## src/rtl/xchg_pkg.sv

```systemverilog
package xchg_pkg;
  typedef enum logic [1:0] {
    ST_IDLE  = 2'd0,
    ST_READ  = 2'd1,
    ST_WRITE = 2'd2,
    ST_DONE  = 2'd3
  } xchg_state_e;
endpackage

```

## src/rtl/xchg_lane_fmt.sv

```systemverilog
module xchg_lane_fmt #(
  parameter int DATA_W = 32,
  parameter int LANE_W = 8,
  parameter int LANES  = DATA_W / LANE_W,
  parameter int SEL_W  = $clog2(LANES)
) (
  input  logic              wr_byte_i,
  input  logic [SEL_W-1:0]  wr_sel_i,
  input  logic [DATA_W-1:0] wr_src_i,
  output logic [LANES-1:0]  wr_be_o,
  output logic [DATA_W-1:0] wr_data_o,
  input  logic              rd_byte_i,
  input  logic [SEL_W-1:0]  rd_sel_i,
  input  logic [DATA_W-1:0] rd_data_i,
  output logic [DATA_W-1:0] rd_ext_o
);
  logic [LANE_W-1:0] rd_lane;

  for (genvar g = 0; g < LANES; g++) begin : g_lane
    logic hit;
    assign hit = (wr_sel_i == SEL_W'(g));
    assign wr_be_o[g] = !wr_byte_i || hit;
    assign wr_data_o[g*LANE_W +: LANE_W] = wr_byte_i ?
      (hit ? wr_src_i[LANE_W-1:0] : '0) : wr_src_i[g*LANE_W +: LANE_W];
  end

  always_comb begin
    rd_lane = '0;
    for (int k = 0; k < LANES; k++) begin
      if (rd_sel_i == SEL_W'(k)) rd_lane = rd_data_i[k*LANE_W +: LANE_W];
    end
  end

  assign rd_ext_o = rd_byte_i ? {{(DATA_W-LANE_W){1'b0}}, rd_lane} : rd_data_i;
endmodule

```

## src/rtl/xchg_seq.sv

```systemverilog
module xchg_seq
  import xchg_pkg::*;
#(
  parameter int ADDR_W = 16,
  parameter int DATA_W = 32,
  parameter int LANES  = 4,
  parameter int SEL_W  = $clog2(LANES)
) (
  input  logic              clk,
  input  logic              rst,
  input  logic              start_i,
  input  logic [ADDR_W-1:0] addr_i,
  input  logic              byte_i,
  input  logic [LANES-1:0]  fmt_be_i,
  input  logic [DATA_W-1:0] fmt_wdata_i,
  input  logic [DATA_W-1:0] rd_ext_i,
  output logic              byte_q_o,
  output logic [SEL_W-1:0]  sel_q_o,
  output logic              busy_o,
  output logic              lock_o,
  output logic              done_o,
  output logic [DATA_W-1:0] result_o,
  output logic              mem_req_o,
  output logic              mem_we_o,
  output logic [ADDR_W-1:0] mem_addr_o,
  output logic [DATA_W-1:0] mem_wdata_o,
  output logic [LANES-1:0]  mem_be_o,
  input  logic              mem_ready_i
);
  xchg_state_e       state;
  logic [DATA_W-1:0] old_q;

  assign sel_q_o = mem_addr_o[SEL_W-1:0];

  always_ff @(posedge clk) begin
    if (rst) begin
      state       <= ST_IDLE;
      busy_o      <= 1'b0;
      lock_o      <= 1'b0;
      done_o      <= 1'b0;
      result_o    <= '0;
      old_q       <= '0;
      byte_q_o    <= 1'b0;
      mem_req_o   <= 1'b0;
      mem_we_o    <= 1'b0;
      mem_addr_o  <= '0;
      mem_wdata_o <= '0;
      mem_be_o    <= '0;
    end else begin
      done_o <= 1'b0;
      case (state)
        ST_IDLE: if (start_i) begin
          state       <= ST_READ;
          busy_o      <= 1'b1;
          lock_o      <= 1'b1;
          mem_req_o   <= 1'b1;
          mem_we_o    <= 1'b0;
          mem_addr_o  <= addr_i;
          mem_be_o    <= fmt_be_i;
          mem_wdata_o <= fmt_wdata_i;
          byte_q_o    <= byte_i;
        end
        ST_READ: if (mem_ready_i) begin
          old_q    <= rd_ext_i;
          mem_we_o <= 1'b1;
          state    <= ST_WRITE;
        end
        ST_WRITE: if (mem_ready_i) begin
          mem_req_o <= 1'b0;
          mem_we_o  <= 1'b0;
          lock_o    <= 1'b0;
          done_o    <= 1'b1;
          result_o  <= old_q;
          state     <= ST_DONE;
        end
        default: begin
          busy_o <= 1'b0;
          state  <= ST_IDLE;
        end
      endcase
    end
  end

  assert_start_reads_R2: assert property (@(posedge clk) disable iff (rst)
    $rose(busy_o) |-> (mem_req_o && !mem_we_o && lock_o));
  assert_addr_held_R3: assert property (@(posedge clk) disable iff (rst)
    (mem_req_o && !mem_ready_i) |=> $stable(mem_addr_o) && mem_req_o);
  assert_write_after_read_R3: assert property (@(posedge clk) disable iff (rst)
    $rose(mem_we_o) |-> $past(mem_req_o && mem_ready_i));
  assert_req_locked_R4: assert property (@(posedge clk) disable iff (rst)
    mem_req_o |-> lock_o);
  assert_one_lane_R6: assert property (@(posedge clk) disable iff (rst)
    (mem_req_o && byte_q_o) |-> ($countones(mem_be_o) == 1));
  assert_done_pulse_R8: assert property (@(posedge clk) disable iff (rst)
    done_o |=> (!done_o && !busy_o));
  assert_result_hold_R9: assert property (@(posedge clk) disable iff (rst)
    !done_o |-> $stable(result_o));
  assert_busy_start_ignored_R10: assert property (@(posedge clk) disable iff (rst)
    (busy_o && start_i) |=> $stable(mem_addr_o));
endmodule

```

## src/rtl/atomic_xchg.sv

```systemverilog
module atomic_xchg #(
  parameter int ADDR_W = 16,
  parameter int DATA_W = 32,
  parameter int LANE_W = 8
) (
  input  logic                       clk,
  input  logic                       rst,
  input  logic                       start_i,
  input  logic [ADDR_W-1:0]          addr_i,
  input  logic [DATA_W-1:0]          wdata_i,
  input  logic                       byte_i,
  output logic                       busy_o,
  output logic                       lock_o,
  output logic                       done_o,
  output logic [DATA_W-1:0]          result_o,
  output logic                       mem_req_o,
  output logic                       mem_we_o,
  output logic [ADDR_W-1:0]          mem_addr_o,
  output logic [DATA_W-1:0]          mem_wdata_o,
  output logic [DATA_W/LANE_W-1:0]   mem_be_o,
  input  logic [DATA_W-1:0]          mem_rdata_i,
  input  logic                       mem_ready_i
);
  localparam int LANES = DATA_W / LANE_W;
  localparam int SEL_W = $clog2(LANES);

  logic [LANES-1:0]  fmt_be;
  logic [DATA_W-1:0] fmt_wdata;
  logic [DATA_W-1:0] rd_ext;
  logic              byte_q;
  logic [SEL_W-1:0]  sel_q;

  xchg_lane_fmt #(
    .DATA_W(DATA_W), .LANE_W(LANE_W), .LANES(LANES), .SEL_W(SEL_W)
  ) u_fmt (
    .wr_byte_i (byte_i),
    .wr_sel_i  (addr_i[SEL_W-1:0]),
    .wr_src_i  (wdata_i),
    .wr_be_o   (fmt_be),
    .wr_data_o (fmt_wdata),
    .rd_byte_i (byte_q),
    .rd_sel_i  (sel_q),
    .rd_data_i (mem_rdata_i),
    .rd_ext_o  (rd_ext)
  );

  xchg_seq #(
    .ADDR_W(ADDR_W), .DATA_W(DATA_W), .LANES(LANES), .SEL_W(SEL_W)
  ) u_seq (
    .clk         (clk),
    .rst         (rst),
    .start_i     (start_i),
    .addr_i      (addr_i),
    .byte_i      (byte_i),
    .fmt_be_i    (fmt_be),
    .fmt_wdata_i (fmt_wdata),
    .rd_ext_i    (rd_ext),
    .byte_q_o    (byte_q),
    .sel_q_o     (sel_q),
    .busy_o      (busy_o),
    .lock_o      (lock_o),
    .done_o      (done_o),
    .result_o    (result_o),
    .mem_req_o   (mem_req_o),
    .mem_we_o    (mem_we_o),
    .mem_addr_o  (mem_addr_o),
    .mem_wdata_o (mem_wdata_o),
    .mem_be_o    (mem_be_o),
    .mem_ready_i (mem_ready_i)
  );
endmodule

```

## config.mk

```make
export PLATFORM = sky130hd
export DESIGN_NAME = atomic_xchg
export DESIGN_NICKNAME = d
export VERILOG_FILES = /design/src/rtl/xchg_pkg.sv /design/src/rtl/xchg_lane_fmt.sv /design/src/rtl/xchg_seq.sv /design/src/rtl/atomic_xchg.sv
export SDC_FILE = /design/constraint.sdc
export NUM_CORES = 1
export LEC_CHECK = 0
export BUFFER_PORTS_ARGS = -buffer_cell sky130_fd_sc_hd__clkbuf_2
export CAP_MARGIN = 20
export CELL_PAD_IN_SITES_DETAIL_PLACEMENT = 1
export CELL_PAD_IN_SITES_GLOBAL_PLACEMENT = 2
export CORE_MARGIN = 1.5
export CORE_UTILIZATION = 25
export CTS_CLUSTER_DIAMETER = 60
export DETAILED_ROUTE_END_ITERATION = 12
export PLACE_DENSITY = 0.79
export SYNTH_ARGS = -nofsm -noshare
export SYNTH_HDL_FRONTEND = slang
export SYNTH_HIERARCHICAL = 1
export SYNTH_SLANG_ARGS = --single-unit
```

## constraint.sdc

```tcl
create_clock -name clk -period 1.7 [get_ports clk]
set_input_delay 0.17 -clock clk [delete_from_list [all_inputs] [get_ports clk]]
set_output_delay 0.17 -clock clk [all_outputs]
set_load 0.005 [all_outputs]
```

# Yosys cells after proc, flatten, opt, wreduce, memory -nomap -nowiden

Index checks and enable logic that the tools add are counted.

Word-level logic and storage cells: 68
Output and inout port bits: 89
Bits of input ports: 85
Flip-flop bits (word level): 123

Equal/unequal tests: 11
Reductions and logical operators: 19
Bitwise logic cells: 2
Mux-type cells: 25

Operators by type and width:

| operator             | number |
|---|---|
| $mux W8              | 12 |
| $mux W32             | 1 |
| $eq A2 B2 Y1 const B | 5 |
| $reduce_and A2 Y1    | 4 |
| $eq A2 B1 Y1 const B | 3 |
| $logic_not A2 Y1     | 3 |
| $mux W2              | 3 |
| $ne A2 B2 Y1 const B | 3 |
| $pmux W2 S3          | 1 |
| $reduce_and A3 Y1    | 2 |
| $mux W1              | 5 |
| $logic_or A1 B1 Y1   | 4 |
| $pmux W1 S2          | 2 |
| $reduce_and A4 Y1    | 1 |
| $reduce_or A2 Y1     | 2 |
| $pmux W1 S3          | 1 |
| $reduce_bool A3 Y1   | 1 |
| $not A1 Y1           | 2 |
| $reduce_bool A2 Y1   | 1 |
| $logic_not A1 Y1     | 1 |

# Logic depth before layout (Yosys ltp)

Depth after elaboration: 6
Mapped depth: 8
Depth with buffers taken out: 5

# Hierarchy

Netlist, hierarchy kept.

By module, submodules not included:

| module        | cells each | instances | sequential area each (µm²) | area an instance (µm²) |
|---|---|---|---|---|
| xchg_seq      | 557        | 1         | 2462.4                     | 4400.5 |
| xchg_lane_fmt | 141        | 1         | 0.0                        | 834.6 |

# Worst setup path after synthesis

No wires, ideal clock.

Path kind: register -> register
Start point: register u_seq.state[0]
End point: register u_seq.state[0]
Slack: 0.099 ns
Library setup time: 0.070 ns
Required time: 1.630 ns
Period minus slack after synthesis: 1.601 ns
Cell stages (with the launch flop): 6
Data arrival time: 1.531 ns
Path buffers: 0
Cell sequence: dfxtp_1 > inv_1 > ha_1 > o21ba_4 > or4_1 > a21oi_1

Longest elaborated chain between the ends: 3
Elaborated cells between the ends (all ways): 8
Those cells by class: eq/ne (5); mux (1); reduce/logical (2)

Ends and longest elaborated chain:

| item                                       | line           | source |
|---|---|---|
| start, declared                            | xchg_seq.sv:30 | `xchg_state_e state;` |
| start signal, assigned                     | xchg_seq.sv:37 | `state <= ST_IDLE;` |
| start signal, assigned                     | xchg_seq.sv:53 | `state <= ST_READ;` |
| start signal, assigned                     | xchg_seq.sv:66 | `state <= ST_WRITE;` |
| $eq A2 B1 Y1, or another cell as far along | xchg_seq.sv:51 | `case (state)` |
| $ne A2 B2 Y1 (no source line)              | -              |  |
| $reduce_and A3 Y1 (no source line)         | -              |  |

Several ways; a longest one is shown, not always the timed one.
A chain may end at the register's enable or synchronous reset.

# Final worst setup path

Same ends and word-level chain as after synthesis.

==> flow_results.xml <==
<?xml version="1.0" encoding="UTF-8"?>
<metrics>
  <group name="layout">
    <metric name="commonest_non_fill_non_tap_cell_in_the_layout" unit="">sky130_fd_sc_hd__nand2_1</metric>
    <metric name="most_used_cells_in_the_layout_excluding_fill_and_tap_cells" unit="">248 x sky130_fd_sc_hd__nand2_1, 172 x sky130_fd_sc_hd__clkbuf_2, 128 x sky130_fd_sc_hd__a21oi_1</metric>
    <metric name="layout.core_utilization" unit="%">35.6</metric>
    <metric name="multiInputGateArea" unit="um^2">2410</metric>
    <metric name="n_diodes" unit="">0</metric>
    <metric name="layout.filler_cells" unit="">2507</metric>
    <metric name="post_route_cell_area" unit="um^2">7240</metric>
    <metric name="layout-drive-gt1-share" unit="%">26.1</metric>
    <metric name="layout-area-overhead-vs-synth" unit="%">38.3</metric>
    <metric name="layout.area.seq" unit="um^2">2470</metric>
    <metric name="final_cell_count_no_fill" unit="">1152</metric>
    <metric name="final_net_count" unit="">961</metric>
  </group>
  <group name="yosys">
    <metric name="syn_avg_cell_area" unit="um^2">7.50</metric>
    <metric name="postSynthRegisterBits" unit="">123</metric>
    <metric name="synth_cell_type_count" unit="">29</metric>
    <metric name="synthCells" unit="">698</metric>
    <metric name="multiplexer_share_of_the_synthesized_area" unit="%">1.72</metric>
    <metric name="yosys_warnings" unit="">6</metric>
    <metric name="netlist_area" unit="um^2">5240</metric>
    <metric name="synthArstFlopShare" unit="%">0</metric>
    <metric name="synth-main-ff-cell" unit="">sky130_fd_sc_hd__dfxtp_1</metric>
    <metric name="synth_sequential_area_ratio" unit="%">47.0</metric>
    <metric name="synth_fp_nets" unit="">790</metric>
    <metric name="synth-xor-area-share" unit="%">0</metric>
    <metric name="synth_top_family_by_area" unit="">simple AND/OR/NAND/NOR gates</metric>
    <metric name="adder_cell_share_of_the_synthesized_area" unit="%">1.67</metric>
    <metric name="synth-edff-count" unit="">0</metric>
    <metric name="synth-compound-area-share" unit="%">17.8</metric>
    <metric name="synth-simple-area-share" unit="%">24.8</metric>
  </group>
  <group name="floorplanning">
    <metric name="die_area" unit="um^2">21800</metric>
    <metric name="top_level_ports" unit="">174</metric>
    <metric name="core-area" unit="um^2">20400</metric>
    <metric name="die_height" unit="um">148</metric>
    <metric name="start_util" unit="%">25.7</metric>
    <metric name="die_w" unit="um">148</metric>
    <metric name="std_cell_rows" unit="">52</metric>
  </group>
  <group name="route">
    <metric name="route.vias.total" unit="">5196</metric>
    <metric name="post_drt_via_cell_ratio" unit="">4.51</metric>
    <metric name="drt_drc_violations_left" unit="">0</metric>
    <metric name="route.final.wire_length" unit="um">17700</metric>
    <metric name="firstDrtPassIters" unit="">4</metric>
    <metric name="drt-wirelength-per-cell" unit="um">15.3</metric>
    <metric name="drt_first_iter_violations" unit="">185</metric>
    <metric name="final_antenna_net_count" unit="">0</metric>
  </group>
  <group name="job">
    <metric name="cap_viol_max_count" unit="">0</metric>
  </group>
  <group name="clock_tree">
    <metric name="clkLatencyLatePin" unit="ns">0.42</metric>
    <metric name="cts_buffers" unit="">17</metric>
    <metric name="tritoncts" unit="">built</metric>
    <metric name="clock_path_buffers" unit="">2</metric>
    <metric name="clock-root-buffer" unit="">sky130_fd_sc_hd__clkbuf_16</metric>
    <metric name="ctsHtreeMaxLevel" unit="">4</metric>
    <metric name="cts_setup_buffers" unit="">0</metric>
    <metric name="clk_transition_reported_paths" unit="ns">0.06</metric>
    <metric name="cts_sinks" unit="">123</metric>
  </group>
  <group name="min_path">
    <metric name="worst_hold_path.num_cells" unit="">3</metric>
    <metric name="hold_path_class" unit="">in -&gt; reg</metric>
  </group>
  <group name="setup_path">
    <metric name="regToRegSetupSlack" unit="ns">0.09</metric>
    <metric name="cpMaxStageDelayCell" unit="">sky130_fd_sc_hd__or4_1</metric>
    <metric name="worstRegToRegCells" unit="">5</metric>
    <metric name="setup.worst_path.start" unit="">u_seq/state[0]</metric>
    <metric name="timing.critical_path.from_type" unit="">flip-flop</metric>
    <metric name="critical_path.reg2reg.startpoint" unit="">u_seq/state[0]</metric>
    <metric name="worstSetupEndpointType" unit="">flip-flop</metric>
    <metric name="cp_slowest_stage_delay" unit="ns">0.50</metric>
    <metric name="worst-endpoint-arrival" unit="ns">1.95</metric>
    <metric name="crit_required" unit="ns">2.04</metric>
    <metric name="reg2reg_to" unit="">u_seq/state[0]</metric>
    <metric name="critical_path_peak_fanout" unit="">5</metric>
    <metric name="cp-endpoint" unit="">u_seq/state[0]</metric>
    <metric name="critPathKind" unit="">reg -&gt; reg</metric>
    <metric name="crit_path_cell_trace" unit="">inv_1 -&gt; ha_1 -&gt; o21ba_4 -&gt; or4_1 -&gt; a21oi_1</metric>
  </group>
  <group name="place">
    <metric name="port_buffers" unit="">173</metric>
    <metric name="dp_cells" unit="">1106</metric>
    <metric name="detailed_place_hpwl" unit="um">12200</metric>
    <metric name="post_dp_cell_area" unit="um^2">6460</metric>
    <metric name="finalWeightedCongestion" unit="">0.772</metric>
  </group>
  <group name="grt">
    <metric name="grt_overflow_total" unit="">0</metric>
    <metric name="grt_pass1_wl" unit="um">28200</metric>
    <metric name="grt_pass1_vias" unit="">5401</metric>
    <metric name="total_grt_usage" unit="%">16.5</metric>
    <metric name="grt_max_degree" unit="">45</metric>
    <metric name="antenna_found_initial" unit="">0</metric>
  </group>
  <group name="sta">
    <metric name="rsz0062_at_grt" unit="">no</metric>
    <metric name="setup_viols_final" unit="">0</metric>
    <metric name="maxSlewViolCount" unit="">0</metric>
    <metric name="worst_slew_pin_slew" unit="ns">0.531</metric>
    <metric name="fmax" unit="MHz">623</metric>
    <metric name="tns" unit="ns">0</metric>
    <metric name="clock_skew" unit="ns">0.00761</metric>
    <metric name="finalCritPeriodShare" unit="%">94.5</metric>
    <metric name="period_minus_slack" unit="ns">1.61</metric>
    <metric name="timing.max_slew.rel_slack" unit="%">64.4</metric>
    <metric name="timing_hold_violations_final" unit="">0</metric>
  </group>
  <group name="power_and_ir_drop">
    <metric name="powerDensity" unit="nW/um^2">1400</metric>
    <metric name="power.static_leakage" unit="nW">3.08</metric>
    <metric name="max-vdd-ir-drop" unit="mV">0.707</metric>
  </group>
  <group name="outcome">
    <metric name="run_status" unit="">completed</metric>
  </group>
</metrics>
-- where the power goes --
part / total, mW / switching, mW / leakage, nW / internal (mW)
logic: 2.71 / 1.57 / 1.77 / 1.14
clock network: 3.96 / 1.47 / 0.311 / 2.49
registers: 3.47 / 0.215 / 1.00 / 3.25
-- how the worst min path moves through the flow --
stage / end / startpoint / slack [ns]
floorplan: u_seq/mem_addr_o[10] / addr_i[10] / 0.31
global placement: u_seq/mem_addr_o[8] / addr_i[8] / 0.39
detailed placement: u_seq/mem_addr_o[2] / addr_i[2] / 0.40
CTS: u_seq/mem_addr_o[1] / addr_i[1] / 0.03
global route: u_seq/mem_addr_o[1] / addr_i[1] / 0.04
finish: u_seq/mem_addr_o[1] / addr_i[1] / 0.04
-- worst max-delay path: cells and delay by family, from the launching register on --
| kind | cells | cell delay, ns |
|---|---|---|
| and+or+nand+nor | 1 | 0.50 |
| DFF | 1 | 0.36 |
| AOI/OAI and AO/OA | 2 | 0.35 |
| adders and majority gates | 1 | 0.23 |
| buffers and inverters | 1 | 0.08 |
-- Yosys cell counts, drive strengths merged (8+ instances only) --
cell type / n / area [um^2]
nand2: 249 / 935
a21oi: 128 / 641
dfxtp: 123 / 2460
buf: 29 / 170
inv: 27 / 101
clkbuf: 25 / 93.8
o22ai: 24 / 150
nor2b: 19 / 119
nor2: 12 / 45.0
and2: 11 / 68.8
mux2i: 9 / 90.1
and2b: 8 / 60.1
o2bb2ai: 8 / 70.1
-- stage by stage --
step                      hold slack (ns)  power [mW]  worst slack, ns
after CTS                          0.0273        10.3          0.00940
after global routing               0.0403        10.8          0.00221
after floorplan                     0.306        5.09           0.0987
after detailed placement            0.400        6.24           0.0426
after global placement              0.394        6.21           0.0777
final                              0.0411        10.1           0.0937
-- layout make-up --
class / count / share of cell area [%]
Clock buffer: 17 / 5.88
Clock inverter: 15 / 2.90
Inverter: 27 / 1.40
Multi-Input combinational cell: 494 / 33.3
Sequential cell: 123 / 34.1
Tap cell: 270 / 4.67
Timing Repair Buffer: 206 / 17.8
-- cells by family after synthesis --
family | after synthesis
buf+inv | 81
mux | 9
compound gates | 169
simple gates | 309
fa+ha+maj | 7
flops | 123
-- state kept, by name, indices dropped and copies added (netlist names) --
register / cells
u_seq/mem_wdata_o: 32
u_seq/old_q: 32
u_seq/result_o: 32
u_seq/mem_addr_o: 16
u_seq/mem_be_o: 4
u_seq/state: 2
u_seq/busy_o: 1
u_seq/byte_q_o: 1
u_seq/done_o: 1
u_seq/mem_req_o: 1
u_seq/mem_we_o: 1
-- routing by layer --
metal | GRT usage (%) | routed length, um | share of wire (%) | vias up
li1 | - | - | - | 2605
met1 | 20.8 | 8170 | 46 | 2433
met2 | 26.2 | 7860 | 44 | 144
met3 | 6.76 | 1490 | 8.4 | 14
met4 | 4.20 | 148 | 0.84 | 0
met5 | 0 | 0 | 0 | -
-- timing repair --
item                                    CTS  global route
hold buffers                             14             0
gates resized for setup                   0             2
endpoints found under the setup margin    0             2
hold endpoints to repair                 14             0
No activity file was read; power rests on OpenSTA's default activity.
